==> config.mk <==
export PLATFORM = sky130hd
export DESIGN_NAME = ptp_tod_core
export DESIGN_NICKNAME = d
export VERILOG_FILES = /design/src/rtl/ptp_tod_pkg.sv /design/src/rtl/ptp_phase_acc.sv /design/src/rtl/ptp_prescaler.sv /design/src/rtl/ptp_fiper.sv /design/src/rtl/ptp_tod_core.sv
export SDC_FILE = /design/constraint.sdc
export NUM_CORES = 1
export LEC_CHECK = 0
export CAP_MARGIN = 0
export CORE_ASPECT_RATIO = 0.8
export CORE_MARGIN = 4
export CORE_UTILIZATION = 55
export DETAILED_ROUTE_END_ITERATION = 6
export PLACE_DENSITY = 0.76
export REMOVE_ABC_BUFFERS = 1
export SLEW_MARGIN = 15
export SYNTH_ARGS = -nofsm -noshare
export SYNTH_HDL_FRONTEND = slang
export SYNTH_HIERARCHICAL = 1
export SYNTH_SLANG_ARGS = --single-unit
==> constraint.sdc <==
create_clock -name clk -period 6.6 [get_ports clk]
set_clock_uncertainty 0.15 [all_clocks]
set_input_delay 0.99 -clock clk [delete_from_list [all_inputs] [get_ports clk]]
set_output_delay 0.99 -clock clk [all_outputs]
set_load 0.01 [all_outputs]
==> src/rtl/ptp_tod_pkg.sv <==
package ptp_tod_pkg;
  localparam int A_CTRL   = 0;
  localparam int A_ADDEND = 1;
  localparam int A_NOMPER = 2;
  localparam int A_PRESC  = 3;
  localparam int A_TODLO  = 4;
  localparam int A_TODHI  = 5;
  localparam int A_FIPER0 = 6;
  localparam int A_STAT   = 8;
  localparam int A_IMASK  = 9;
  localparam int A_CLKSEL = 10;

  typedef enum logic [1:0] {
    REF_EXT = 2'd0,
    REF_SYS = 2'd1,
    REF_TX  = 2'd2,
    REF_RTC = 2'd3
  } ref_sel_e;
endpackage

==> src/rtl/ptp_phase_acc.sv <==
module ptp_phase_acc #(
  parameter int ACC_W = 32
) (
  input  logic             clk,
  input  logic             rst_n,
  input  logic             step_i,
  input  logic [ACC_W-1:0] addend_i,
  output logic             tick_o
);
  logic [ACC_W-1:0] acc_q;
  logic [ACC_W:0]   sum;

  assign sum    = {1'b0, acc_q} + {1'b0, addend_i};
  assign tick_o = step_i & sum[ACC_W];

  always_ff @(posedge clk or negedge rst_n) begin
    if (!rst_n)      acc_q <= '0;
    else if (step_i) acc_q <= sum[ACC_W-1:0];
  end
endmodule

==> src/rtl/ptp_prescaler.sv <==
module ptp_prescaler #(
  parameter int W = 32
) (
  input  logic         clk,
  input  logic         rst_n,
  input  logic         tick_i,
  input  logic [W-1:0] div_i,
  output logic         outclk_o
);
  logic [W-1:0] cnt_q;
  logic         last;

  assign last     = (div_i <= W'(1)) || (cnt_q >= div_i - W'(1));
  assign outclk_o = (cnt_q < (div_i >> 1));

  always_ff @(posedge clk or negedge rst_n) begin
    if (!rst_n)      cnt_q <= '0;
    else if (tick_i) cnt_q <= last ? '0 : cnt_q + W'(1);
  end
endmodule

==> src/rtl/ptp_fiper.sv <==
module ptp_fiper #(
  parameter int W = 32
) (
  input  logic         clk,
  input  logic         rst_n,
  input  logic         tick_i,
  input  logic         clr_i,
  input  logic [W-1:0] period_i,
  input  logic [W-1:0] interval_i,
  input  logic [W-1:0] width_i,
  output logic         fire_o,
  output logic         pulse_o
);
  logic [W-1:0] el_q;
  logic [W-1:0] wcnt_q;

  assign fire_o  = tick_i && !clr_i && (el_q >= interval_i);
  assign pulse_o = (wcnt_q != '0);

  always_ff @(posedge clk or negedge rst_n) begin
    if (!rst_n) begin
      el_q   <= '0;
      wcnt_q <= '0;
    end else if (clr_i) begin
      el_q   <= '0;
      wcnt_q <= '0;
    end else if (tick_i) begin
      if (fire_o) begin
        el_q   <= el_q - interval_i;
        wcnt_q <= width_i;
      end else begin
        el_q <= el_q + period_i;
        if (wcnt_q != '0) wcnt_q <= wcnt_q - W'(1);
      end
    end
  end
endmodule

==> src/rtl/ptp_tod_core.sv <==
module ptp_tod_core
  import ptp_tod_pkg::*;
#(
  parameter int DATA_W    = 32,
  parameter int ACC_W     = 32,
  parameter int TOD_W     = 64,
  parameter int NUM_FIPER = 2,
  parameter int NUM_REF   = 4,
  parameter int ADDR_W    = 4
) (
  input  logic                 clk,
  input  logic                 rst_n,
  input  logic [NUM_REF-1:0]   ref_tick_i,
  input  logic                 wr_en_i,
  input  logic [ADDR_W-1:0]    wr_addr_i,
  input  logic [DATA_W-1:0]    wr_data_i,
  output logic [TOD_W-1:0]     tod_o,
  output logic                 outclk_o,
  output logic [NUM_FIPER-1:0] pulse_o,
  output logic [NUM_FIPER-1:0] irq_o
);
  localparam int SEL_W = $clog2(NUM_REF);

  logic                 en_q;
  logic [SEL_W-1:0]     sel_q;
  logic [ACC_W-1:0]     addend_q;
  logic [DATA_W-1:0]    nomper_q;
  logic [DATA_W-1:0]    presc_q;
  logic [DATA_W-1:0]    todlo_q;
  logic [NUM_FIPER-1:0] imask_q;
  logic [NUM_FIPER-1:0] flag_q;
  logic [TOD_W-1:0]     tod_q;
  logic [DATA_W-1:0]    fiper_q [NUM_FIPER];

  logic                 step;
  logic                 tick;
  logic                 tod_load;
  logic [NUM_FIPER-1:0] fire;
  logic [NUM_FIPER-1:0] stat_clr;

  function automatic logic hit(input int a);
    return wr_en_i && (wr_addr_i == ADDR_W'(a));
  endfunction

  assign step     = en_q & ref_tick_i[sel_q];
  assign tod_load = hit(A_TODHI);
  assign stat_clr = hit(A_STAT) ? wr_data_i[NUM_FIPER-1:0] : '0;

  always_ff @(posedge clk or negedge rst_n) begin
    if (!rst_n) begin
      en_q     <= 1'b0;
      sel_q    <= SEL_W'(REF_SYS);
      addend_q <= '0;
      nomper_q <= '0;
      presc_q  <= '0;
      todlo_q  <= '0;
      imask_q  <= '0;
    end else begin
      if (hit(A_CTRL))   en_q     <= wr_data_i[0];
      if (hit(A_CLKSEL)) sel_q    <= wr_data_i[SEL_W-1:0];
      if (hit(A_ADDEND)) addend_q <= ACC_W'(wr_data_i);
      if (hit(A_NOMPER)) nomper_q <= wr_data_i;
      if (hit(A_PRESC))  presc_q  <= wr_data_i;
      if (hit(A_TODLO))  todlo_q  <= wr_data_i;
      if (hit(A_IMASK))  imask_q  <= wr_data_i[NUM_FIPER-1:0];
    end
  end

  always_ff @(posedge clk or negedge rst_n) begin
    if (!rst_n)        tod_q <= '0;
    else if (tod_load) tod_q <= TOD_W'({wr_data_i, todlo_q});
    else if (tick)     tod_q <= tod_q + TOD_W'(nomper_q);
  end

  always_ff @(posedge clk or negedge rst_n) begin
    if (!rst_n) flag_q <= '0;
    else        flag_q <= (flag_q & ~stat_clr) | fire;
  end

  ptp_phase_acc #(.ACC_W(ACC_W)) i_acc (
    .clk      (clk),
    .rst_n    (rst_n),
    .step_i   (step),
    .addend_i (addend_q),
    .tick_o   (tick)
  );

  ptp_prescaler #(.W(DATA_W)) i_presc (
    .clk      (clk),
    .rst_n    (rst_n),
    .tick_i   (tick),
    .div_i    (presc_q),
    .outclk_o (outclk_o)
  );

  for (genvar i = 0; i < NUM_FIPER; i++) begin : g_fiper
    always_ff @(posedge clk or negedge rst_n) begin
      if (!rst_n)                fiper_q[i] <= '0;
      else if (hit(A_FIPER0 + i)) fiper_q[i] <= wr_data_i;
    end

    ptp_fiper #(.W(DATA_W)) i_fiper (
      .clk        (clk),
      .rst_n      (rst_n),
      .tick_i     (tick),
      .clr_i      (tod_load),
      .period_i   (nomper_q),
      .interval_i (fiper_q[i]),
      .width_i    (presc_q),
      .fire_o     (fire[i]),
      .pulse_o    (pulse_o[i])
    );
  end

  assign tod_o = tod_q;
  assign irq_o = flag_q & imask_q;
endmodule

# Yosys cells after proc, flatten, opt, wreduce, memory -nomap -nowiden
# Cells that the tools add are included.
classes:
  n_lt_le_gt_ge: 6
  n_bitwise: 6
  reduce_logical: 24
  add_sub_neg: 10
  muxes: 20
  n_eq_ne: 10
ops:
  columns: ["cell", "n"]
  rows:
  - ["32-bit 2-to-1 mux", 15]
  - ["64-bit 2-to-1 mux", 2]
  - ["32-bit greater-or-equal comparator", 3]
  - ["32-bit by 1-bit subtractor with 32-bit output (second input constant)", 3]
  - ["32-bit adder", 2]
  - ["64-bit by 32-bit adder with 64-bit output", 1]
  - ["32-bit nonzero test", 2]
  - ["32-bit subtractor", 2]
  - ["32-bit by 32-bit adder with 33-bit output", 1]
  - ["32-bit by 1-bit adder with 32-bit output (second input constant)", 1]
  - ["32-bit by 1-bit <= comparator with 1-bit output (second input constant)", 1]
  - ["32-bit by 31-bit less-than comparator with 1-bit output", 1]
  - ["4-bit by 3-bit equality test with 1-bit output (second input constant)", 4]
  - ["1-bit logical AND", 14]
  - ["4-bit equality test (second input constant)", 3]
  - ["4-bit by 2-bit equality test with 1-bit output (second input constant)", 2]
  - ["3-bit nonzero test", 2]
  - ["2-bit AND", 2]
  - ["4-bit by 1-bit equality test with 1-bit output (second input constant)", 1]
  - ["4-bit zero test", 1]
  - ["2-bit AND reduction", 2]
  - ["2-bit by 3-bit less-than comparator with 1-bit output (second input constant)", 1]
  - ["1-bit AND", 2]
  - ["1-bit binary-select mux with 2-bit select", 1]
  - ["other kinds (7)", 7]
word_totals:
  input_bits: 43
  word_cells: 93
  output_inout_bits: 69
  reg_bits: 455

# Longest topological paths before layout
# Gate-level depths: netlist of the first run.
logic_depth:
  ltp_word: 9
  mapped_depth: 19
  ltp_nobuf: 17

# Hierarchy
# Netlist of the first run, hierarchy kept.
modules_own_cells:
  columns: ["module", "cells_each", "seq_area_each_um2", "instances", "area_each_um2"]
  rows:
  - ["ptp_fiper", 894, 1601.5, 2, 6849.1]
  - ["ptp_tod_core", 1063, 6582.6, 1, 12479.5]
  - ["ptp_prescaler", 431, 800.8, 1, 3616.0]
  - ["ptp_phase_acc", 307, 800.8, 1, 2860.2]

# Worst setup path before layout of the first run
# OpenSTA, ideal clock, no wires.
synth_timing:
  path_kind: "flip-flop to flip-flop"
  startpoint: "register presc_q[2]"
  endpoint: "register i_presc.cnt_q[6]"
  t_arrival_ps: 3806
  required_ps: 6379
  path_slack_ps: 2573
  period_less_slack_ps: 4027
  stages_incl_launch_ff: 17
  path_buffers: 2
  setup_ps: 71
  path_cell_list: "dfrtp_1 -> or4_1 -> nor3_2 -> and3_4 -> nand2_4 -> nor4_2 -> xnor2_1 -> ha_1 -> and2_0 -> a221o_1 -> a21oi_1 -> o211ai_1 -> a2111oi_2 -> nor2b_2 -> buf_6 -> buf_6 -> nor2_1"
synth_via:
  elab_chain_len: 4
  word_cells_on_any_way: 5
  cone_classes: "add/sub (1); order compare (2); mux (1); reduce/logical (1)"
synth_lines:
  columns: ["item", "line", "text"]
  rows:
  - ["start: declaration", "ptp_tod_core.sv:28", "logic [DATA_W-1:0] presc_q;"]
  - ["start signal: assignment", "ptp_tod_core.sv:63", "if (hit(A_PRESC)) presc_q <= wr_data_i;"]
  - ["32-bit by 1-bit subtractor with 32-bit output", "ptp_prescaler.sv:13", "assign last = (div_i <= W'(1)) || (cnt_q >= div_i - W'(1));"]
  - ["32-bit greater-or-equal comparator", "ptp_prescaler.sv:13", null]
  - ["1-bit logical OR *", "ptp_prescaler.sv:13", null]
  - ["32-bit 2-to-1 mux *", "ptp_prescaler.sv:18", "else if (tick_i) cnt_q <= last ? '0 : cnt_q + W'(1);"]
  - ["end signal: assignment", "ptp_prescaler.sv:18", null]
  - ["end: declaration", "ptp_prescaler.sv:10", "logic [W-1:0] cnt_q;"]
# Every way passes the cells marked *; elsewhere a longest branch is shown, timed or not.
# A chain may end at the register's enable or synchronous reset.

# Worst setup path in the final report of the first run
layout_timing:
  startpoint: "register addend_q[0]"
  endpoint: "register tod_q[63] (netlist: tod_o[63])"
layout_via:
  elab_chain_len: 3
layout_lines:
  columns: ["item", "line", "text"]
  rows:
  - ["start: declaration", "ptp_tod_core.sv:26", "logic [ACC_W-1:0] addend_q;"]
  - ["start signal: assignment", "ptp_tod_core.sv:61", "if (hit(A_ADDEND)) addend_q <= ACC_W'(wr_data_i);"]
  - ["32-bit by 32-bit adder with 33-bit output", "ptp_phase_acc.sv:13", "assign sum = {1'b0, acc_q} + {1'b0, addend_i};"]
  - ["1-bit AND", "ptp_phase_acc.sv:14", "assign tick_o = step_i & sum[ACC_W];"]
  - ["net tick", "ptp_tod_core.sv:36", "logic tick;"]
  - ["2-bit nonzero test (no source line)", null, null]
  - ["end signal: assignment", "ptp_tod_core.sv:71", "else if (tod_load) tod_q <= TOD_W'({wr_data_i, todlo_q});"]
  - ["end signal: assignment", "ptp_tod_core.sv:72", "else if (tick) tod_q <= tod_q + TOD_W'(nomper_q);"]
  - ["end: declaration", "ptp_tod_core.sv:32", "logic [TOD_W-1:0] tod_q;"]
# The timed path passes the listed nets, and every way through them passes these cells.

==> results.json, run 1 <==
{
  "crit_chain": "ha_1 -> fa_1 -> a21o_1 -> a31o_2 -> a31oi_2 -> nor4_1 -> o41ai_2 -> nor4_1 -> nor3_1 -> nor2_4 -> buf_4 -> nand2_1 -> nor2_1 -> nand3_1 -> or3_1 -> a21oi_1 -> xnor2_1 -> a21oi_1",
  "routed_wl_mm": 95.76,
  "synth_mux_area_share_pct": 8.372,
  "crit_slowest_cell": "nor4_1",
  "grt-ovfl-total": 0,
  "required_ns": 6.92,
  "hp-class": "input port to asynchronous set/reset pin",
  "drtIter0Drc": 3301,
  "hold_buffers": 0,
  "worst_slew_pin_slew_ns": 1.196,
  "rsz0062_at_grt": "no",
  "layout-drive-gt1-share_pct": 11.22,
  "fp.dieW_um": 280.4,
  "cpPeakStageDelay_ns": 0.67,
  "viasPerCell": 6.360,
  "ir_worst_vdd_v": 0.0002705,
  "clkPwrFrac_pct": 16.2,
  "r2r-start": "addend_q[0]",
  "setup_viol": 0,
  "fillers": 4900,
  "hold_viol": 0,
  "synthAdderAreaFrac_pct": 10.29,
  "synth_edf_count": 0,
  "syn_area_sq_um": 32650,
  "yosysWarnings": 6,
  "synthSimpleGateAreaFrac_pct": 15.91,
  "ys_ff_latch": 455,
  "fin_crit_ns": 5.162,
  "drt_first_pass_iters": 7,
  "synth_xor_area_share_pct": 7.832,
  "finalCritPeriodShare_pct": 78.21,
  "crit_family": "simple AND/OR/NAND/NOR gates",
  "startpoint_type": "flip-flop",
  "crit_cells": 18,
  "grt_pass1_vias": 26437,
  "critical_path.startpoint": "addend_q[0]",
  "die_h_um": 225.9,
  "cts-root-buf": "clkbuf_16",
  "netSwitchingPower_uw": 8028,
  "portBuffers": 111,
  "area_delta_synth_final_pct": 10.29,
  "grt_max_degree": 132,
  "vias": 28257,
  "yosysSeqAreaShare_pct": 34.87,
  "cts_buffers": 50,
  "synthFlopType": "dfrtp_1",
  "worstSkewPairLatency_ns": 0.61,
  "crit_path_end_kind": "flip-flop",
  "die_area_sq_um": 63360,
  "final_nets": 3944,
  "ctsResizeCount": 0,
  "ioPinCount": 112,
  "leakagePower_uw": 0.01584,
  "synth_top_family_by_area": "compound AO/OA/AOI/OAI gates",
  "run_status": "complete, but fails checks",
  "maxSlewHeadroom_pct": 20.26,
  "syn_avg_cell_area_sq_um": 9.098,
  "post_cts_buffers": 0,
  "gp_congestion": 0.9738,
  "grt_usage_pct": 29.94,
  "critPathBufInv": 1,
  "start_util_pct": 55.90,
  "reg2regPathDepth": 18,
  "p_seq_share_pct": 26.2,
  "p_int_uw": 9472,
  "antenna_found_initial": 0,
  "p_comb_share_pct": 57.6,
  "fmax_mhz": 193.7,
  "ant_nets": 0,
  "synth_compound_area_share_pct": 18.90,
  "post-dp-hpwl_mm": 70.03,
  "maxCapViolations": 0,
  "placed_cells": 4353,
  "cts_buffer_depth": 3,
  "numClockSinks": 455,
  "multi_input_area_sq_um": 20040,
  "rr_endpoint": "tod_o[63]",
  "rows": 79,
  "clk_pin_slew_worst_paths_ns": 0.07,
  "wl_per_cell_um": 21.55,
  "drc": 15,
  "cts.htree.levels": 2,
  "async_flop_share_pct": 100.0,
  "design_power_total_uw": 17500,
  "grt_pass1_wl_mm": 151.1,
  "slew_viol_final": 0,
  "cts_tree": "done",
  "crit_type": "flip-flop to flip-flop",
  "power_density_nw_per_um2": 485.9,
  "worstPathMaxFanout": 31,
  "arrival_ns": 5.48,
  "synth.distinct_cells": 104,
  "crit_end": "tod_o[63]",
  "failed_checks": "design-rule violations",
  "register_area_sq_um": 11390,
  "core-area_sq_um": 58420,
  "synthCells": 3589,
  "final_cells": 4443,
  "r2r_slack_ns": 1.44,
  "switching_share_pct": 45.87
}
## cell usage after synthesis (35+ instances only)
master / n / share of area [%]
nand3_1: 83 / 1.3
o21ai_0: 203 / 3.1
and3_1: 46 / 0.88
o21ai_1: 43 / 0.66
xor2_1: 99 / 2.7
xnor2_1: 193 / 5.2
o21bai_1: 35 / 0.80
inv_1: 155 / 1.8
dfrtp_1: 454 / 35
nand4_1: 62 / 1.2
nand2_1: 339 / 3.9
a21oi_1: 271 / 4.2
mux2_2: 223 / 7.7
nor3_1: 70 / 1.1
ha_1: 259 / 9.9
nor2_1: 273 / 3.1
clkbuf_1: 97 / 1.1
a31oi_1: 35 / 0.67
a21o_1: 76 / 1.7
## how the worst min path moves through the flow
| stage | from | end | depth (start not counted) |
|---|---|---|---|
| 2_1_floorplan | flag_q[1] | flag_q[1] | 1 |
| 3_3_place_gp | todlo_q[9] | tod_o[9] | 2 |
| 3_5_place_dp | todlo_q[15] | tod_o[15] | 2 |
| 4_1_cts | rst_n | i_acc/acc_q[1] | 1 |
| 5_1_grt | rst_n | i_acc/acc_q[6] | 1 |
| 6_report | rst_n | i_acc/acc_q[1] | 1 |
## placed cells by master (no fill, tap or decap), types with 62 or more instances in the layout
cell,netlist,layout
a21o_1,76,76
a21oi_1,271,271
clkdlybuf4s50_1,0,110
dfrtp_1,454,454
ha_1,259,259
inv_1,155,155
mux2_2,223,223
nand2_1,339,339
nand3_1,83,83
nand4_1,62,62
nor2_1,273,270
nor3_1,70,70
o21ai_0,203,203
xnor2_1,193,193
xor2_1,99,99
## registers in the layout, indices dropped and copies added (netlist names)
| signal | cells |
|---|---|
| addend_q | 32 |
| presc_q | 32 |
| i_presc/cnt_q | 32 |
| tod_o | 64 |
| fiper_q | 64 |
| g_fiper.i_fiper/el_q | 64 |
| en_q | 1 |
| flag_q | 2 |
| g_fiper.i_fiper/wcnt_q | 64 |
| todlo_q | 32 |
| i_acc/acc_q | 32 |
| sel_q | 2 |
| nomper_q | 32 |
| imask_q | 2 |
## power groups by stage
stage,clock network [uW],registers (uW),logic (uW)
after floorplan,0,4330,7350
after global placement,0,4580,9570
after detailed placement,0,4600,9730
after CTS,2870,4570,9830
after global routing,2980,4690,11100
final,2830,4590,10100
## layer usage
metal | share of wire, % | track usage [%] | wire length, um
met1 | 47 | 46.22 | 44910
met5 | 0 | 0 | 0
met3 | 10 | 6.904 | 9582
met4 | 2.8 | 7.941 | 2640
met2 | 40 | 42.08 | 38620
## worst register-to-register path: stages (launching register included)
cell	delay, ns
dfrtp_1	0.34
ha_1	0.22
fa_1	0.23
a21o_1	0.16
a31o_2	0.20
a31oi_2	0.15
nor4_1	0.67
o41ai_2	0.21
nor4_1	0.31
nor3_1	0.12
nor2_4	0.49
buf_4	0.57
nand2_1	0.13
nor2_1	0.18
nand3_1	0.12
or3_1	0.37
a21oi_1	0.17
xnor2_1	0.15
a21oi_1	0.09
## metrics by stage
step                      setup TNS, ns  utilization [%]  hold slack, ns  setup WS (ns)  instance area (sq um)
after global routing                  0            61.65          0.2211          1.167                  36010
after detailed placement              0            58.82          0.3154          1.627                  34360
after floorplan                 -398.87                -          0.2914         -2.667                  32000
after CTS                             0            61.64          0.1860          1.580                  36010
after global placement                0            58.82          0.3051          1.720                  34360
final                                 0            61.65          0.1741          1.438                  36010
## cell families after synthesis
family	count (synthesis)
buffers and inverters	306
AO/OA/AOI/OAI	954
flip-flops	455
multiplexers	244
adder cells (fa/ha/maj)	265
AND/OR/NAND/NOR	1073
XOR/XNOR	292
## area by class of cell
type / count / area share [%]
clock buffer: 74 / 4.200
antenna: 1 / 0.006948
tap: 769 / 2.672
clock inverter: 15 / 0.3752
sequential: 455 / 31.62
timing repair buffer: 142 / 3.815
multi-input combinational: 2828 / 55.65
inverter: 159 / 1.664
(Power assumes the default switching activity.)
==> inputs of run 2 (changes only) <==
==> constraint.sdc (replaced) <==
create_clock -name clk -period 4.8 [get_ports clk]
set_clock_uncertainty 0.15 [all_clocks]
set_input_delay 0.72 -clock clk [delete_from_list [all_inputs] [get_ports clk]]
set_output_delay 0.72 -clock clk [all_outputs]
set_load 0.01 [all_outputs]
==> results.json, run 2 (synthesis gave the netlist of run 1 again) <==
{
  "whs_ns": 0.3219,
  "final_nets": 3990,
  "antenna_found_initial": 0,
  "cts_tree": "done",
  "cts-root-buf": "clkbuf_16",
  "grt_max_degree": 107,
  "grt_pass1_wl_mm": 151.8,
  "area_delta_synth_final_pct": 11.51,
  "register_area_sq_um": 11390,
  "netSwitchingPower_uw": 11060,
  "cts_buffers": 50,
  "drt_first_pass_iters": 6,
  "routed_wl_mm": 95.91,
  "ant_nets": 0,
  "worstSkewPairLatency_ns": 0.60,
  "p_seq_share_pct": 25.5,
  "leakagePower_uw": 0.01607,
  "fp.dieW_um": 280.4,
  "run_status": "finished clean",
  "clk_pin_slew_worst_paths_ns": 0.06,
  "drtIter0Drc": 2996,
  "cts.htree.levels": 2,
  "hold_path_depth": 2,
  "hp-class": "flip-flop to flip-flop",
  "maxSlewHeadroom_pct": 27.54,
  "portBuffers": 111,
  "p_int_uw": 13230,
  "r2r-start": "i_acc/acc_q[0]",
  "final_common_cell": "dfrtp_1",
  "grt-ovfl-total": 0,
  "core-area_sq_um": 58420,
  "cts_buffer_depth": 3,
  "worst_slack_ns": 0.2353,
  "power_density_nw_per_um2": 667.1,
  "p_comb_share_pct": 58.2,
  "fillers": 4911,
  "slew_viol_final": 0,
  "die_h_um": 225.9,
  "crit_type": "flip-flop to flip-flop",
  "layout-drive-gt1-share_pct": 12.08,
  "fmax_mhz": 219.1,
  "multi_input_area_sq_um": 20050,
  "grt_usage_pct": 30.04,
  "die_area_sq_um": 63360,
  "start_util_pct": 55.90,
  "crit_path_end_kind": "flip-flop",
  "layout_common_cells": "dfrtp_1, nand2_1, a21oi_1",
  "rows": 79,
  "hold_viol": 0,
  "viasPerCell": 6.324,
  "numClockSinks": 455,
  "maxCapViolations": 0,
  "fin_crit_ns": 4.565,
  "required_ns": 5.10,
  "worst_slew_pin_slew_ns": 1.087,
  "gp_congestion": 0.9467,
  "finalCritPeriodShare_pct": 95.10,
  "vias": 28380,
  "rr_endpoint": "i_presc/cnt_q[29]",
  "clkPwrFrac_pct": 16.3,
  "drc": 0,
  "grt_pass1_vias": 26521,
  "wl_per_cell_um": 21.37,
  "ir_worst_vdd_v": 0.0003753,
  "ioPinCount": 112,
  "worstPathMaxFanout": 10,
  "post_cts_buffers": 0,
  "post-place-ws_ns": 0.2008,
  "startpoint_type": "flip-flop",
  "setup_viol": 0,
  "post-dp-hpwl_mm": 71.71,
  "arrival_ns": 4.87,
  "reg2regPathDepth": 18,
  "r2r_slack_ns": 0.24,
  "switching_share_pct": 45.53,
  "min_to": "tod_o[13]",
  "holdCritStartpoint": "todlo_q[13]"
}
## run 2: cell types whose count changed in the layout (fill, tap and decap cells not counted), moves of 2 or more
| cell | change |
|---|---|
| buf_12 | +3 |
| buf_4 | +42 |
| clkinvlp_4 | -2 |
| clkbuf_1 | +8 |
| clkbuf_8 | -5 |
| bufinv_16 | +3 |
| clkinv_2 | -3 |
## run 2: cell type report
type,count,area share [%]
well taps,769,2.643
multi-input cells,2828,55.06
inverters,159,1.653
clock inverters,11,0.4880
repair buffers,188,4.831
flip-flops and latches,455,31.27
diodes,1,0.006873
clock buffers,77,4.048
## run 2: critical path: stages (launching register included)
cell and delay [ns]:
dfrtp_1 0.35, ha_1 0.22, fa_1 0.23, a21o_1 0.17, a31o_2 0.19, a31oi_2 0.14, nor4_1 0.31, buf_4 0.19
o41ai_2 0.08, nor4_1 0.43, nor3_2 0.13, nor2_4 0.40, and3_1 0.24, and3_1 0.33, and4_1 0.35, nand2_1 0.14
nor2_1 0.13, xnor2_1 0.14, nor2_1 0.07
## run 2: routing by layer
layer  GRT usage [%]  wire [um]  vias to the layer above
met5               0          0                        -
met4           7.533       2208                        0
met3           8.372      10100                      131
met2           42.62      39430                     1219
met1           45.25      44170                    13776
li1                -          -                    13254
## run 2: stage by stage
step / setup TNS [ns] / cell area, sq um / instances / util (%) / total power (uW)
after CTS: 0 / 36400 / 4487 / 62.30 / 23990
after detailed placement: 0 / 34730 / 4398 / 59.46 / 19910
final: 0 / 36410 / 4488 / 62.33 / 24290
after floorplan: -744.65 / 32000 / 3442 / - / 16070
after global routing: -0.05564 / 36410 / 4487 / 62.33 / 26110
after global placement: 0 / 34730 / 4398 / 59.46 / 19620
## run 2: how the worst max path moves through the flow
stage / from / to / depth (start not counted) / slack [ns]
final: i_acc/acc_q[0] / i_presc/cnt_q[29] / 18 / 0.24
after global routing: i_acc/acc_q[0] / i_presc/cnt_q[29] / 18 / -0.04
after CTS: addend_q[0] / i_presc/cnt_q[29] / 18 / 0.17
after detailed placement: addend_q[0] / i_presc/cnt_q[29] / 18 / 0.20
after global placement: presc_q[8] / i_presc/cnt_q[30] / 15 / 0.35
after floorplan: ref_tick_i[1] / tod_o[50] / 9 / -4.20
## run 2: what timing repair did
| action | 4_1_cts | 5_1_grt |
|---|---|---|
| hold endpoints to repair | 7 | 0 |
| resized for setup | 0 | 5 |
| setup endpoints to repair | 0 | 41 |
| hold buffers | 1 | 0 |
## run 2: power by group through the flow
stage,combinational (uW),clock (uW),sequential (uW)
final,14100,3960,6190
after floorplan,10100,0,5960
after detailed placement,13700,0,6220
after CTS,13800,4010,6170
after global routing,15600,4170,6340
after global placement,13400,0,6190
